## src/rtl/nfs_pkg.sv

```systemverilog
package nfs_pkg;

    typedef enum logic [1:0] {
        ST_IDLE,
        ST_WRITE,
        ST_POLL_REQ,
        ST_POLL_WAIT
    } seq_state_t;

    typedef enum logic {
        OP_ERASE   = 1'b0,
        OP_PROGRAM = 1'b1
    } seq_op_t;

    typedef enum logic [1:0] {
        TGT_UNLK_A,
        TGT_UNLK_B,
        TGT_BASE,
        TGT_DATA
    } tgt_t;

    typedef enum logic [1:0] {
        SRC_CONST,
        SRC_COUNT,
        SRC_BUFFER
    } src_t;

    typedef struct packed {
        tgt_t        tgt;
        src_t        src;
        logic [15:0] konst;
        logic        last;
    } step_t;

    localparam logic [15:0] CODE_UNLK_1   = 16'h00AA;
    localparam logic [15:0] CODE_UNLK_2   = 16'h0055;
    localparam logic [15:0] CODE_ERS_ARM  = 16'h0080;
    localparam logic [15:0] CODE_ERS_GO   = 16'h0030;
    localparam logic [15:0] CODE_PGM_LOAD = 16'h0025;
    localparam logic [15:0] CODE_PGM_GO   = 16'h0029;
    localparam logic [15:0] ERASED_WORD   = 16'hFFFF;

    // Describes write number 'step' of a command.
    function automatic step_t plan_step(seq_op_t op, int step, int nwords);
        step_t s;
        s.tgt   = TGT_BASE;
        s.src   = SRC_CONST;
        s.konst = 16'h0000;
        s.last  = 1'b0;
        if (step == 0) begin
            s.tgt = TGT_UNLK_A; s.konst = CODE_UNLK_1;
        end else if (step == 1) begin
            s.tgt = TGT_UNLK_B; s.konst = CODE_UNLK_2;
        end else if (op == OP_ERASE) begin
            if (step == 2) begin
                s.tgt = TGT_UNLK_A; s.konst = CODE_ERS_ARM;
            end else if (step == 3) begin
                s.tgt = TGT_UNLK_A; s.konst = CODE_UNLK_1;
            end else if (step == 4) begin
                s.tgt = TGT_UNLK_B; s.konst = CODE_UNLK_2;
            end else begin
                s.konst = CODE_ERS_GO; s.last = 1'b1;
            end
        end else begin
            if (step == 2) begin
                s.konst = CODE_PGM_LOAD;
            end else if (step == 3) begin
                s.src = SRC_COUNT;
            end else if (step < 4 + nwords) begin
                s.tgt = TGT_DATA; s.src = SRC_BUFFER;
            end else begin
                s.konst = CODE_PGM_GO; s.last = 1'b1;
            end
        end
        return s;
    endfunction

endpackage

```

## src/rtl/nfs_word_buf.sv

```systemverilog
module nfs_word_buf #(
    parameter int DEPTH = 16,
    parameter int IDX_W = 4
) (
    input  logic             clk,
    input  logic             we,
    input  logic [IDX_W-1:0] widx,
    input  logic [15:0]      wdata,
    input  logic [IDX_W-1:0] ridx,
    output logic [15:0]      rdata
);
    logic [15:0] words [DEPTH];

    for (genvar g = 0; g < DEPTH; g++) begin : g_word
        logic [15:0] word_q;
        always_ff @(posedge clk) begin
            if (we && widx == IDX_W'(g)) word_q <= wdata;
        end
        assign words[g] = word_q;
    end

    always_comb begin
        rdata = 16'h0000;
        for (int i = 0; i < DEPTH; i++) begin
            if (ridx == IDX_W'(i)) rdata = words[i];
        end
    end
endmodule

```

## src/rtl/nfs_poll_timer.sv

```systemverilog
module nfs_poll_timer #(
    parameter int TMO_W = 16
) (
    input  logic             clk,
    input  logic             rst,
    input  logic             clear,
    input  logic             bump,
    input  logic [TMO_W-1:0] limit,
    output logic             last_try
);
    logic [TMO_W-1:0] tries_q;

    always_ff @(posedge clk) begin
        if (rst || clear) tries_q <= '0;
        else if (bump)    tries_q <= tries_q + 1'b1;
    end

    // The read in flight is try number tries_q + 1.
    assign last_try = ({1'b0, tries_q} + (TMO_W+1)'(1)) >= {1'b0, limit};
endmodule

```

## src/rtl/nor_cmd_seq.sv

```systemverilog
module nor_cmd_seq
    import nfs_pkg::*;
#(
    parameter int              ADDR_W        = 20,
    parameter int              MAX_WORDS     = 16,
    parameter int              CNT_W         = 8,
    parameter int              TMO_W         = 16,
    parameter int              OFS_W         = 18,
    parameter logic [ADDR_W-1:0] UNLOCK_A_ADDR = 20'h00408,
    parameter logic [ADDR_W-1:0] UNLOCK_B_ADDR = 20'h00400,
    parameter logic [ADDR_W-1:0] WINDOW_BASE   = 20'h60000,
    localparam int             IDX_W         = (MAX_WORDS > 1) ? $clog2(MAX_WORDS) : 1
) (
    input  logic              clk,
    input  logic              rst,
    input  logic              cmd_valid,
    input  logic              cmd_op,
    input  logic [CNT_W-1:0]  cmd_count,
    input  logic [ADDR_W-1:0] cmd_offset,
    input  logic [TMO_W-1:0]  poll_limit,
    input  logic              buf_we,
    input  logic [IDX_W-1:0]  buf_idx,
    input  logic [15:0]       buf_data,
    output logic              busy,
    output logic              done,
    output logic              error,
    output logic              bus_valid,
    output logic              bus_write,
    output logic [ADDR_W-1:0] bus_addr,
    output logic [15:0]       bus_wdata,
    input  logic              bus_ready,
    input  logic              rsp_valid,
    input  logic [15:0]       rsp_data
);
    localparam int STEP_W = $clog2(MAX_WORDS + 6);
    localparam logic [ADDR_W-1:0] OFS_MASK = ADDR_W'((64'd1 << OFS_W) - 64'd1);

    seq_state_t        state_q;
    seq_op_t           op_q;
    logic [CNT_W-1:0]  cnt_q;
    logic [ADDR_W-1:0] start_q;
    logic [STEP_W-1:0] step_q;
    logic [TMO_W-1:0]  limit_q;
    logic              done_q, err_q;

    step_t             cur;
    logic [IDX_W-1:0]  rd_idx;
    logic [15:0]       buf_rdata;
    logic [ADDR_W-1:0] word_addr;
    logic              poll_ok, last_try, accept, bad_len, fail_bump;

    assign accept  = (state_q == ST_IDLE) && cmd_valid;
    assign bad_len = (cmd_op == OP_PROGRAM) &&
                     (cmd_count == '0 || cmd_count > CNT_W'(MAX_WORDS));

    always_comb cur = plan_step(op_q, int'(step_q), int'(cnt_q));

    // The buffer index is the current word while writing and the last word while polling.
    always_comb begin
        if (state_q == ST_WRITE) rd_idx = IDX_W'(step_q - STEP_W'(4));
        else                     rd_idx = IDX_W'(cnt_q - 1'b1);
    end
    assign word_addr = start_q + (ADDR_W'(rd_idx) << 1);

    nfs_word_buf #(.DEPTH(MAX_WORDS), .IDX_W(IDX_W)) wbuf_i (
        .clk  (clk),
        .we   (buf_we),
        .widx (buf_idx),
        .wdata(buf_data),
        .ridx (rd_idx),
        .rdata(buf_rdata)
    );

    assign poll_ok   = (op_q == OP_ERASE) ? (rsp_data == ERASED_WORD)
                                          : (rsp_data[7] == buf_rdata[7]);
    assign fail_bump = (state_q == ST_POLL_WAIT) && rsp_valid && !poll_ok && !last_try;

    nfs_poll_timer #(.TMO_W(TMO_W)) tmr_i (
        .clk     (clk),
        .rst     (rst),
        .clear   (accept),
        .bump    (fail_bump),
        .limit   (limit_q),
        .last_try(last_try)
    );

    // Bus request outputs
    assign bus_valid = (state_q == ST_WRITE) || (state_q == ST_POLL_REQ);
    assign bus_write = (state_q == ST_WRITE);

    always_comb begin
        if (state_q != ST_WRITE) begin
            bus_addr = (op_q == OP_ERASE) ? WINDOW_BASE : word_addr;
        end else begin
            case (cur.tgt)
                TGT_UNLK_A: bus_addr = UNLOCK_A_ADDR;
                TGT_UNLK_B: bus_addr = UNLOCK_B_ADDR;
                TGT_DATA:   bus_addr = word_addr;
                default:    bus_addr = WINDOW_BASE;
            endcase
        end
        case (cur.src)
            SRC_COUNT:  bus_wdata = 16'(cnt_q - 1'b1);
            SRC_BUFFER: bus_wdata = buf_rdata;
            default:    bus_wdata = cur.konst;
        endcase
    end

    // Sequencing state machine
    always_ff @(posedge clk) begin
        if (rst) begin
            state_q <= ST_IDLE;
            op_q    <= OP_ERASE;
            cnt_q   <= '0;
            start_q <= '0;
            step_q  <= '0;
            limit_q <= '0;
            done_q  <= 1'b0;
            err_q   <= 1'b0;
        end else begin
            done_q <= 1'b0;
            err_q  <= 1'b0;
            case (state_q)
                ST_IDLE: begin
                    if (cmd_valid) begin
                        if (bad_len) begin
                            err_q <= 1'b1;
                        end else begin
                            op_q    <= seq_op_t'(cmd_op);
                            cnt_q   <= cmd_count;
                            start_q <= WINDOW_BASE | (cmd_offset & OFS_MASK);
                            limit_q <= poll_limit;
                            step_q  <= '0;
                            state_q <= ST_WRITE;
                        end
                    end
                end
                ST_WRITE: begin
                    if (bus_ready) begin
                        if (cur.last) state_q <= ST_POLL_REQ;
                        else          step_q  <= step_q + 1'b1;
                    end
                end
                ST_POLL_REQ: begin
                    if (bus_ready) state_q <= ST_POLL_WAIT;
                end
                default: begin
                    if (rsp_valid) begin
                        if (poll_ok) begin
                            done_q  <= 1'b1;
                            state_q <= ST_IDLE;
                        end else if (last_try) begin
                            err_q   <= 1'b1;
                            state_q <= ST_IDLE;
                        end else begin
                            state_q <= ST_POLL_REQ;
                        end
                    end
                end
            endcase
        end
    end

    assign busy  = (state_q != ST_IDLE);
    assign done  = done_q;
    assign error = err_q;
endmodule

```

## config.mk

```make
export PLATFORM = sky130hd
export DESIGN_NAME = nor_cmd_seq
export DESIGN_NICKNAME = d
export VERILOG_FILES = /design/src/rtl/nfs_pkg.sv /design/src/rtl/nfs_word_buf.sv /design/src/rtl/nfs_poll_timer.sv /design/src/rtl/nor_cmd_seq.sv
export SDC_FILE = /design/constraint.sdc
export NUM_CORES = 1
export LEC_CHECK = 0
export BUFFER_PORTS_ARGS = -buffer_cell sky130_fd_sc_hd__buf_4
export CORE_ASPECT_RATIO = 0.8
export CORE_MARGIN = 2
export CORE_UTILIZATION = 32
export DETAILED_ROUTE_END_ITERATION = 6
export PLACE_DENSITY = 0.52
export REMOVE_ABC_BUFFERS = 1
export SYNTH_ARGS = -nofsm -noshare
export SYNTH_HDL_FRONTEND = slang
export SYNTH_HIERARCHICAL = 1
export SYNTH_SLANG_ARGS = --single-unit
```

## constraint.sdc

```tcl
create_clock -name clk -period 11.1 [get_ports clk]
set_input_delay 2.22 -clock clk [delete_from_list [all_inputs] [get_ports clk]]
set_output_delay 2.22 -clock clk [all_outputs]
set_load 0.01 [all_outputs]
```

# Word-level counts from Yosys, hierarchy flattened
# Cells that the tools add are included.
word_totals:
  reg_bits: 324
  inputBits: 87
  out_inout_bits: 41
classes:
  n_addsub: 8
  n_lt_le_gt_ge: 3
  eq_ne: 50
  muxes: 71
  bitwise_logic: 2
  n_reduce_logical: 40
op_table:
  columns: ["cell", "count"]
  rows:
  - ["$mux 16", 20]
  - ["$eq 4x4->1 const B", 16]
  - ["$pmux 20 s3", 1]
  - ["$mux 20", 2]
  - ["$mux 2", 18]
  - ["$mux 17", 2]
  - ["$eq 4x3->1 const B", 8]
  - ["$pmux 16 s2", 1]
  - ["$logic_and 1x1->1", 21]
  - ["$add 19x5->20", 1]
  - ["$mux 5", 4]
  - ["$add 16x1->17 const B", 1]
  - ["$ge 17x16->1", 1]
  - ["$add 16x1->16 const B", 1]
  - ["$eq 16x16->1 const B", 1]
  - ["$eq 4x2->1 const B", 4]
  - ["$mux 1", 14]
  - ["$mux 7", 2]
  - ["$eq 5x3->1 const B", 2]
  - ["$pmux 5 s2", 1]
  - ["$add 3x8->9 const A", 1]
  - ["$lt 5x9->1", 1]
  - ["$sub 8x1->9 const B", 1]
  - ["$eq 2x2->1 const B", 4]
  - ["other kinds (30)", 46]

# Longest topological paths before layout
# Gate-level depths: netlist of run 1.
logic_depth:
  word_depth: 24
  depth_mapped: 22

# Hierarchy
# The synthesis of run 1 kept the hierarchy.
modules_own_cells:
  columns: ["mod", "n_inst", "cells_each", "area_each_um2", "seq_area_each_um2"]
  rows:
  - ["nfs_word_buf", 1, 666, 10621.4, 7687.4]
  - ["nor_cmd_seq", 1, 454, 3589.7, 1041.0]
  - ["nfs_poll_timer", 1, 175, 1386.3, 320.3]

# Worst setup path after synthesis of run 1
# OpenSTA, ideal clock, no wires.
synth_path:
  path_type: "register to output"
  startpoint: "register state_q[1]"
  endpoint: "output bus_addr[17]"
  arrival_ps: 3393
  required_time_ps: 8880
  slack_ps: 5487
  path_stages_with_launch: 17
  n_path_buf: 3
  path_cell_list: "dfxtp_1 inv_1 ha_1 buf_2 inv_1 clkbuf_1 mux2i_1 ha_1 inv_1 fa_1 nor2b_1 o21ai_0 nand2b_1 clkbuf_1 nor3b_1 xnor2_1 o21ai_0"
synth_via:
  elab_chain_cells: 5
  word_cells_on_any_way: 7
  cone_classes: "add/sub: 1; eq/ne: 2; mux: 4"
synth_rtl:
  columns: ["item", "line_no", "text"]
  rows:
  - ["start, declared", "nor_cmd_seq.sv:38", "seq_state_t state_q;"]
  - ["start signal, assigned", "nor_cmd_seq.sv:112", "state_q <= ST_IDLE;"]
  - ["start signal, assigned", "nor_cmd_seq.sv:134", "state_q <= ST_WRITE;"]
  - ["start signal, assigned", "nor_cmd_seq.sv:140", "if (cur.last) state_q <= ST_POLL_REQ;"]
  - ["$eq 2x1->1 *", null, null]
  - ["via bus_write", "nor_cmd_seq.sv:28", "output logic bus_write,"]
  - ["$mux 4 *", "nor_cmd_seq.sv:60", "if (state_q == ST_WRITE) rd_idx = IDX_W'(step_q - STEP_W'(4));"]
  - ["via rd_idx[0]", "nor_cmd_seq.sv:47", "logic [IDX_W-1:0] rd_idx;"]
  - ["$add 19x5->20 *", "nor_cmd_seq.sv:63", "assign word_addr = start_q + (ADDR_W'(rd_idx) << 1);"]
  - ["$pmux 20 s3 or $mux 20 (tied branches)", "nor_cmd_seq.sv:95, nor_cmd_seq.sv:93", null]
  - ["$mux 20 *", "nor_cmd_seq.sv:92", "if (state_q != ST_WRITE) begin"]
  - ["end, declared", "nor_cmd_seq.sv:29", "output logic [ADDR_W-1:0] bus_addr,"]
# The timed path passes the listed nets; every way through them passes the cells marked *.

# Worst setup path in the final report of run 1
layout_path:
  startpoint: "register state_q[1]"
  endpoint: "output bus_wdata[3]"
layout_via:
  elab_chain_cells: 20
  word_cells_on_any_way: 35
  cone_classes: "eq/ne: 16; mux: 18; reduce/logical: 1"
layout_rtl:
  columns: ["item", "line_no", "text"]
  rows:
  - ["$eq 2x1->1 *", "nor_cmd_seq.sv:60", null]
  - ["$mux 4 *", "nor_cmd_seq.sv:60", null]
  - ["via rd_idx[1]", "nor_cmd_seq.sv:47", null]
  - ["$logic_not 4->1", "nfs_word_buf.sv:25", "if (ridx == IDX_W'(i)) rdata = words[i];"]
  - ["$mux 16 (15 in a row)", "nfs_word_buf.sv:25", null]
  - ["$mux 16 *", "nfs_word_buf.sv:25", null]
  - ["via buf_rdata[3]", "nor_cmd_seq.sv:48", "logic [15:0] buf_rdata;"]
  - ["$pmux 16 s2 *", "nor_cmd_seq.sv:102", "case (cur.src)"]
  - ["end, declared", "nor_cmd_seq.sv:30", "output logic [15:0] bus_wdata,"]
# Marked as above.

==> impl_metrics.yaml, run 1 <==
global_route:
  grt_pass1_wl_um: 66400
  grt_max_degree: 114
  gr-usage-all-layers: 0.174
  overflow: 0
  antenna_found_initial: 0
  grt_pass1_vias: 10546
timing:
  rsz0062_at_grt: "no"
  fin_skew_ns: 0.0146
  finalCritPeriodShare: 0.694
  drv_slew: 0
  report.final.hold_viol_count: 0
  final-setup-viol-count: 0
  tightest_slew_ns: 1.27
  clock.fmax_ghz: 0.130
  period_minus_slack_ns: 7.70
  maxSlewHeadroom: 0.148
logic_synthesis:
  synth-adder-area-share: 0.0342
  synth_area_leader_cell: "edfxtp_1"
  yosys_most_used_dff: "edfxtp_1"
  muxShareOfSynthArea: 0.0868
  netlist_top_cells_area: "edfxtp_1 (49%), dfxtp_1 (8.7%), mux2i_1 (5.1%), nor2_1 (3.6%), ha_1 (3.3%)"
  synth_edf_count: 256
  synth_area_mm2: 0.0156
  synth_compound_area_frac: 0.113
  async_flop_share: 0
  synth_top_family_by_area: "simple AND/OR/NAND/NOR gates"
  synth_warnings: 6
  synth.top_cell.area_share: 0.493
  ys_ff_latch: 324
  syn_inst: 1295
  synth-seq-area-share: 0.580
  yosys.area_share.simple: 0.117
  avgSynthCellArea_um2: 12.0
  synth_xor_area_frac: 0.0281
  ys_types: 85
critical_path:
  crit_path_max_incr_delay_ns: 0.70
  worst-path-stages: 14
  arrival_ns: 5.48
  crit_top_cell: "a21oi_1"
  worstSetupPathType: "register to output pin"
  r2r-end: "tmr_i/tries_q[15]$_SDFFE_PP0P_"
  crit_end: "bus_wdata[3]"
  crit_chain: "inv_1, ha_1, inv_1, mux2i_4, buf_4, inv_2, nor3_2, a21oi_1, a221o_1, a21oi_1, a21oi_1, o21ai_0, a21boi_0, buf_4"
  rrSetupSlack_ns: 4.86
  rr_worst_depth: 17
  path_buf_inv: 5
  path_delay_family: "buffers and inverters"
  required_ns: 8.88
  cp-start-kind: "register"
  startpoint: "state_q[1]$_SDFFE_PP0P_"
  regToRegStartpoint: "state_q[1]$_SDFFE_PP0P_"
  cp_slowest_cell: "mux2i_4"
  critPathMaxFanout: 27
  crit_path_end_kind: "output pin"
worst_hold_path:
  hp-class: "register to register"
  hp-start: "limit_q[7]$_SDFFE_PP0P_"
clock_network:
  clockBufferDepth: 3
  cts_buffers: 38
  insertion_delay_ns: 0.54
  post_cts_buffers: 0
  post_cts_resized: 0
  root_buffer: "clkbuf_16"
  cts.sinks: 324
  clkSlewWorstSetupHoldPaths_ns: 0.06
  htreeDepth: 2
  cts_tree: "done"
  hold_buffers: 0
power_and_ir_drop:
  p_per_area_mw_per_mm2: 217
  peakVddDrop_v: 0.000106
  power_leakage_nw: 6.50
routing:
  vias_per_cell: 5.26
  wirelength_um: 44300
  vias: 10812
  drt_iter0_markers: 978
  drt_first_pass_iters: 5
  ant_nets: 0
  wl_per_cell_um: 21.5
  drc: 0
floorplanning:
  rows: 72
  die_y_um: 201
  die-area_mm2: 0.0505
  io_pins: 128
  coreArea_mm2: 0.0482
  fp.dieW_um: 251
  start_util: 0.324
place:
  hpwl_um: 27500
  placed_cells: 1990
  gp_congestion: 0.814
  place_area_mm2: 0.0172
  io_buffers: 124
finish:
  drive_gt1_frac: 0.194
  instances_no_fill: 2057
  n_antenna_cell: 0
  fin_nets: 1530
  stdcell_area_mm2: 0.0184
  syn2layout_area_growth_pct: 17.9
  final_cell_mix: "edfxtp_1 (256), buf_4 (145), nor2_1 (136), mux2i_1 (76), a21oi_1 (74)"
  final_common_cell: "edfxtp_1"
status:
  status: "finished clean"
flow_run:
  max-cap-violations: 0
kinds of logic (layout without fill, tap and decap cells):
| logic type | Yosys count | in the layout |
|---|---|---|
| multiplexers | 115 | 115 |
| XOR/XNOR | 50 | 50 |
| flip-flops | 324 | 324 |
| adder cells (fa/ha/maj) | 42 | 42 |
| buffers and inverters | 129 | 262 |
| AO/OA/AOI/OAI | 268 | 268 |
| AND/OR/NAND/NOR | 367 | 367 |
where the power goes:
part           internal (W)  total, W  switching [W]
Clock              0.000739   0.00123       0.000494
Combinational      0.000522   0.00138       0.000856
Sequential          0.00135   0.00138      0.0000283
synth_stat cells (7+ instances only):
library cell  count
o21ai_0          47
or3_1             7
o21a_1            7
nand2b_1         10
buf_2            26
nor2b_1          17
xnor2_1          28
ha_1             41
nand4_1          20
and3_1           11
xor2_1           22
mux2i_1          79
mux4_2           14
nor2_1          148
nor3_1           21
dfxtp_1          68
o22ai_1          25
inv_1            47
a221oi_1          8
mux2_2           22
a21oi_1          76
a211oi_1         10
buf_4            16
a22oi_1          16
nand3_1          33
a31oi_1          12
nand2_1          55
a221o_1          10
clkbuf_1         30
edfxtp_1        256
routing by layer:
layer	up-vias	share of wire	global-route usage
li1	5080	-	-
met1	5378	0.47	0.252
met2	298	0.45	0.268
met3	56	0.066	0.0347
met4	0	0.019	0.0428
met5	-	0	0
cell type report:
type / instances / area (µm²)
Fill cell: 4582 / 29800
Sequential cell: 324 / 9050
Tap cell: 629 / 787
Clock buffer: 46 / 1010
Timing Repair Buffer: 146 / 1110
Clock inverter: 21 / 198
Inverter: 49 / 184
Multi-Input combinational cell: 842 / 6050
per-stage QoR:
step	total power, W	utilization	hold WS [ns]	TNS (ns)	setup WS, ns
after CTS	0.00403	0.381	0.499	0	3.28
after floorplan	0.00239	-	0.460	-14.59	-1.01
final	0.00399	0.381	0.494	0	3.40
after global routing	0.00420	0.381	0.527	0	3.11
after detailed placement	0.00278	0.356	0.484	0	3.88
after global placement	0.00277	0.356	0.479	0	3.94
how the worst min path moves through the flow:
stage,slack (ns),to,depth (start not counted)
3_3_place_gp,0.48,limit_q[7]$_SDFFE_PP0P_,2
4_1_cts,0.50,limit_q[7]$_SDFFE_PP0P_,2
6_report,0.49,limit_q[7]$_SDFFE_PP0P_,2
3_5_place_dp,0.48,limit_q[7]$_SDFFE_PP0P_,2
2_1_floorplan,0.46,limit_q[10]$_SDFFE_PP0P_,2
5_1_grt,0.53,limit_q[13]$_SDFFE_PP0P_,2
tightest hold or removal path, cell delays in order (launching register included):
cell,delay [ns]
dfxtp_1,0.32
mux2i_1,0.06
nor2_1,0.07
flip-flops by register name (all words and copies together), names as in the netlist:
name and flops:
cnt_q 8, done 1, error 1, limit_q 16, op_q 1, start_q 18
state_q 2, step_q 5, tmr_i/tries_q 16, wbuf_i/g_word.word_q 256
Note: power is estimated with default switching activity, not from simulation.
==> run 2: changes to the inputs <==
- PLACE_DENSITY: 0.52 -> 0.54
- clock period: 11.1 -> 6.85 ns (I/O delays scaled with it)
==> impl_metrics.yaml, run 2 (synthesis gave the netlist of run 1 again) <==
critical_path:
  arrival_ns: 4.81
  critPathMaxFanout: 15
  worstSetupPathType: "register to output pin"
  rr_worst_depth: 16
  cp-start-kind: "register"
  rrSetupSlack_ns: 1.50
  required_ns: 5.48
  crit_path_end_kind: "output pin"
power_and_ir_drop:
  power_leakage_nw: 6.59
  p_per_area_mw_per_mm2: 353
  peakVddDrop_v: 0.000178
floorplanning:
  die_y_um: 201
  start_util: 0.324
  io_pins: 128
  rows: 72
  fp.dieW_um: 251
  coreArea_mm2: 0.0482
  die-area_mm2: 0.0505
clock_network:
  cts_tree: "done"
  root_buffer: "clkbuf_16"
  clkSlewWorstSetupHoldPaths_ns: 0.06
  post_cts_resized: 0
  hold_buffers: 0
  insertion_delay_ns: 0.56
  htreeDepth: 2
  cts.sinks: 324
  cts_buffers: 39
  post_cts_buffers: 0
  clockBufferDepth: 3
routing:
  drt_iter0_markers: 929
  vias: 10991
  vias_per_cell: 5.29
  ant_nets: 0
  wl_per_cell_um: 21.3
  drc: 0
  drt_first_pass_iters: 5
  wirelength_um: 44200
finish:
  final_common_cell: "edfxtp_1"
  final_cell_mix: "edfxtp_1 (256), buf_4 (161), nor2_1 (136), mux2i_1 (76), a21oi_1 (74)"
  utilization: 0.384
  n_antenna_cell: 0
  fin_nets: 1548
  largest_reg_flops: 256
  syn2layout_area_growth_pct: 18.8
  drive_gt1_frac: 0.204
  largestRegisters: "wbuf_i/g_word.word_q (256), start_q (18)"
  largest_register: "wbuf_i/g_word.word_q"
status:
  status: "finished clean"
timing:
  finalCritPeriodShare: 0.902
  tightest_slew_ns: 1.11
  maxSlewHeadroom: 0.256
  report.final.hold_viol_count: 0
  setup_tns_ns: 0
  fin_skew_ns: 0.0171
  rsz0062_at_grt: "no"
  final-setup-viol-count: 0
  drv_slew: 0
  period_minus_slack_ns: 6.18
  clock.fmax_ghz: 0.162
place:
  hpwl_um: 28600
  io_buffers: 124
  gp_congestion: 0.809
global_route:
  grt_pass1_vias: 10940
  grt_max_degree: 67
  grt_pass1_wl_um: 66800
  overflow: 0
  gr-usage-all-layers: 0.174
  antenna_found_initial: 0
flow_run:
  max-cap-violations: 0
worst_hold_path:
  holdPathStages: 2
  hp-class: "register to register"
-- run 2: critical path, cell delays in order (launching register included) --
cell and delay, ns:
dfxtp_1 0.34, inv_1 0.09, ha_1 0.49, inv_1 0.32, mux2i_4 0.67, nand2b_1 0.68, o22ai_1 0.16, a221o_1 0.37
a21oi_1 0.21, a21oi_1 0.09, o21ai_0 0.11, a21boi_0 0.50, buf_4 0.22
-- run 2: area by class of cell --
class                   count  area, µm²
clock buffers              54       1090
clock inverters            16        146
flip-flops and latches    324       9050
fillers                  4548      29700
multi-input cells         842       6030
inverters                  49        184
well taps                 629        787
repair buffers            163       1250
-- run 2: through the flow --
step | instances | power (W) | hold WS [ns] | area (µm²) | setup WS, ns
finish | 2077 | 0.00654 | 0.494 | 18500 | 0.674
global route | 2077 | 0.00686 | 0.519 | 18500 | 0.517
CTS | 2077 | 0.00659 | 0.503 | 18500 | 0.720
detailed placement | 2007 | 0.00457 | 0.487 | 17300 | 1.36
global placement | 2007 | 0.00455 | 0.479 | 17300 | 1.35
floorplan | 1215 | 0.00387 | 0.460 | 15100 | -4.41
-- run 2: worst paths after layout --
check | startpoint | end
setup / recovery | state_q[1]$_SDFFE_PP0P_ | bus_wdata[3]
hold / removal | limit_q[6]$_SDFFE_PP0P_ | limit_q[6]$_SDFFE_PP0P_
setup reg to reg | state_q[1]$_SDFFE_PP0P_ | tmr_i/tries_q[15]$_SDFFE_PP0P_
hold reg to reg | limit_q[6]$_SDFFE_PP0P_ | limit_q[6]$_SDFFE_PP0P_
-- run 2: metal layers --
metal,GRT usage,wire [µm],up-vias
met5,0,0,-
met4,0.0543,1020,0
met3,0.0362,2730,62
met2,0.272,20200,294
met1,0.241,20300,5506
li1,-,-,5129
-- run 2: report_power, final --
group	switching (W)	internal (W)	leakage (nW)
Combinational	0.00140	0.000901	3.13
Sequential	0.0000454	0.00219	2.87
Clock	0.000815	0.00119	0.597
Total	0.00226	0.00428	6.59
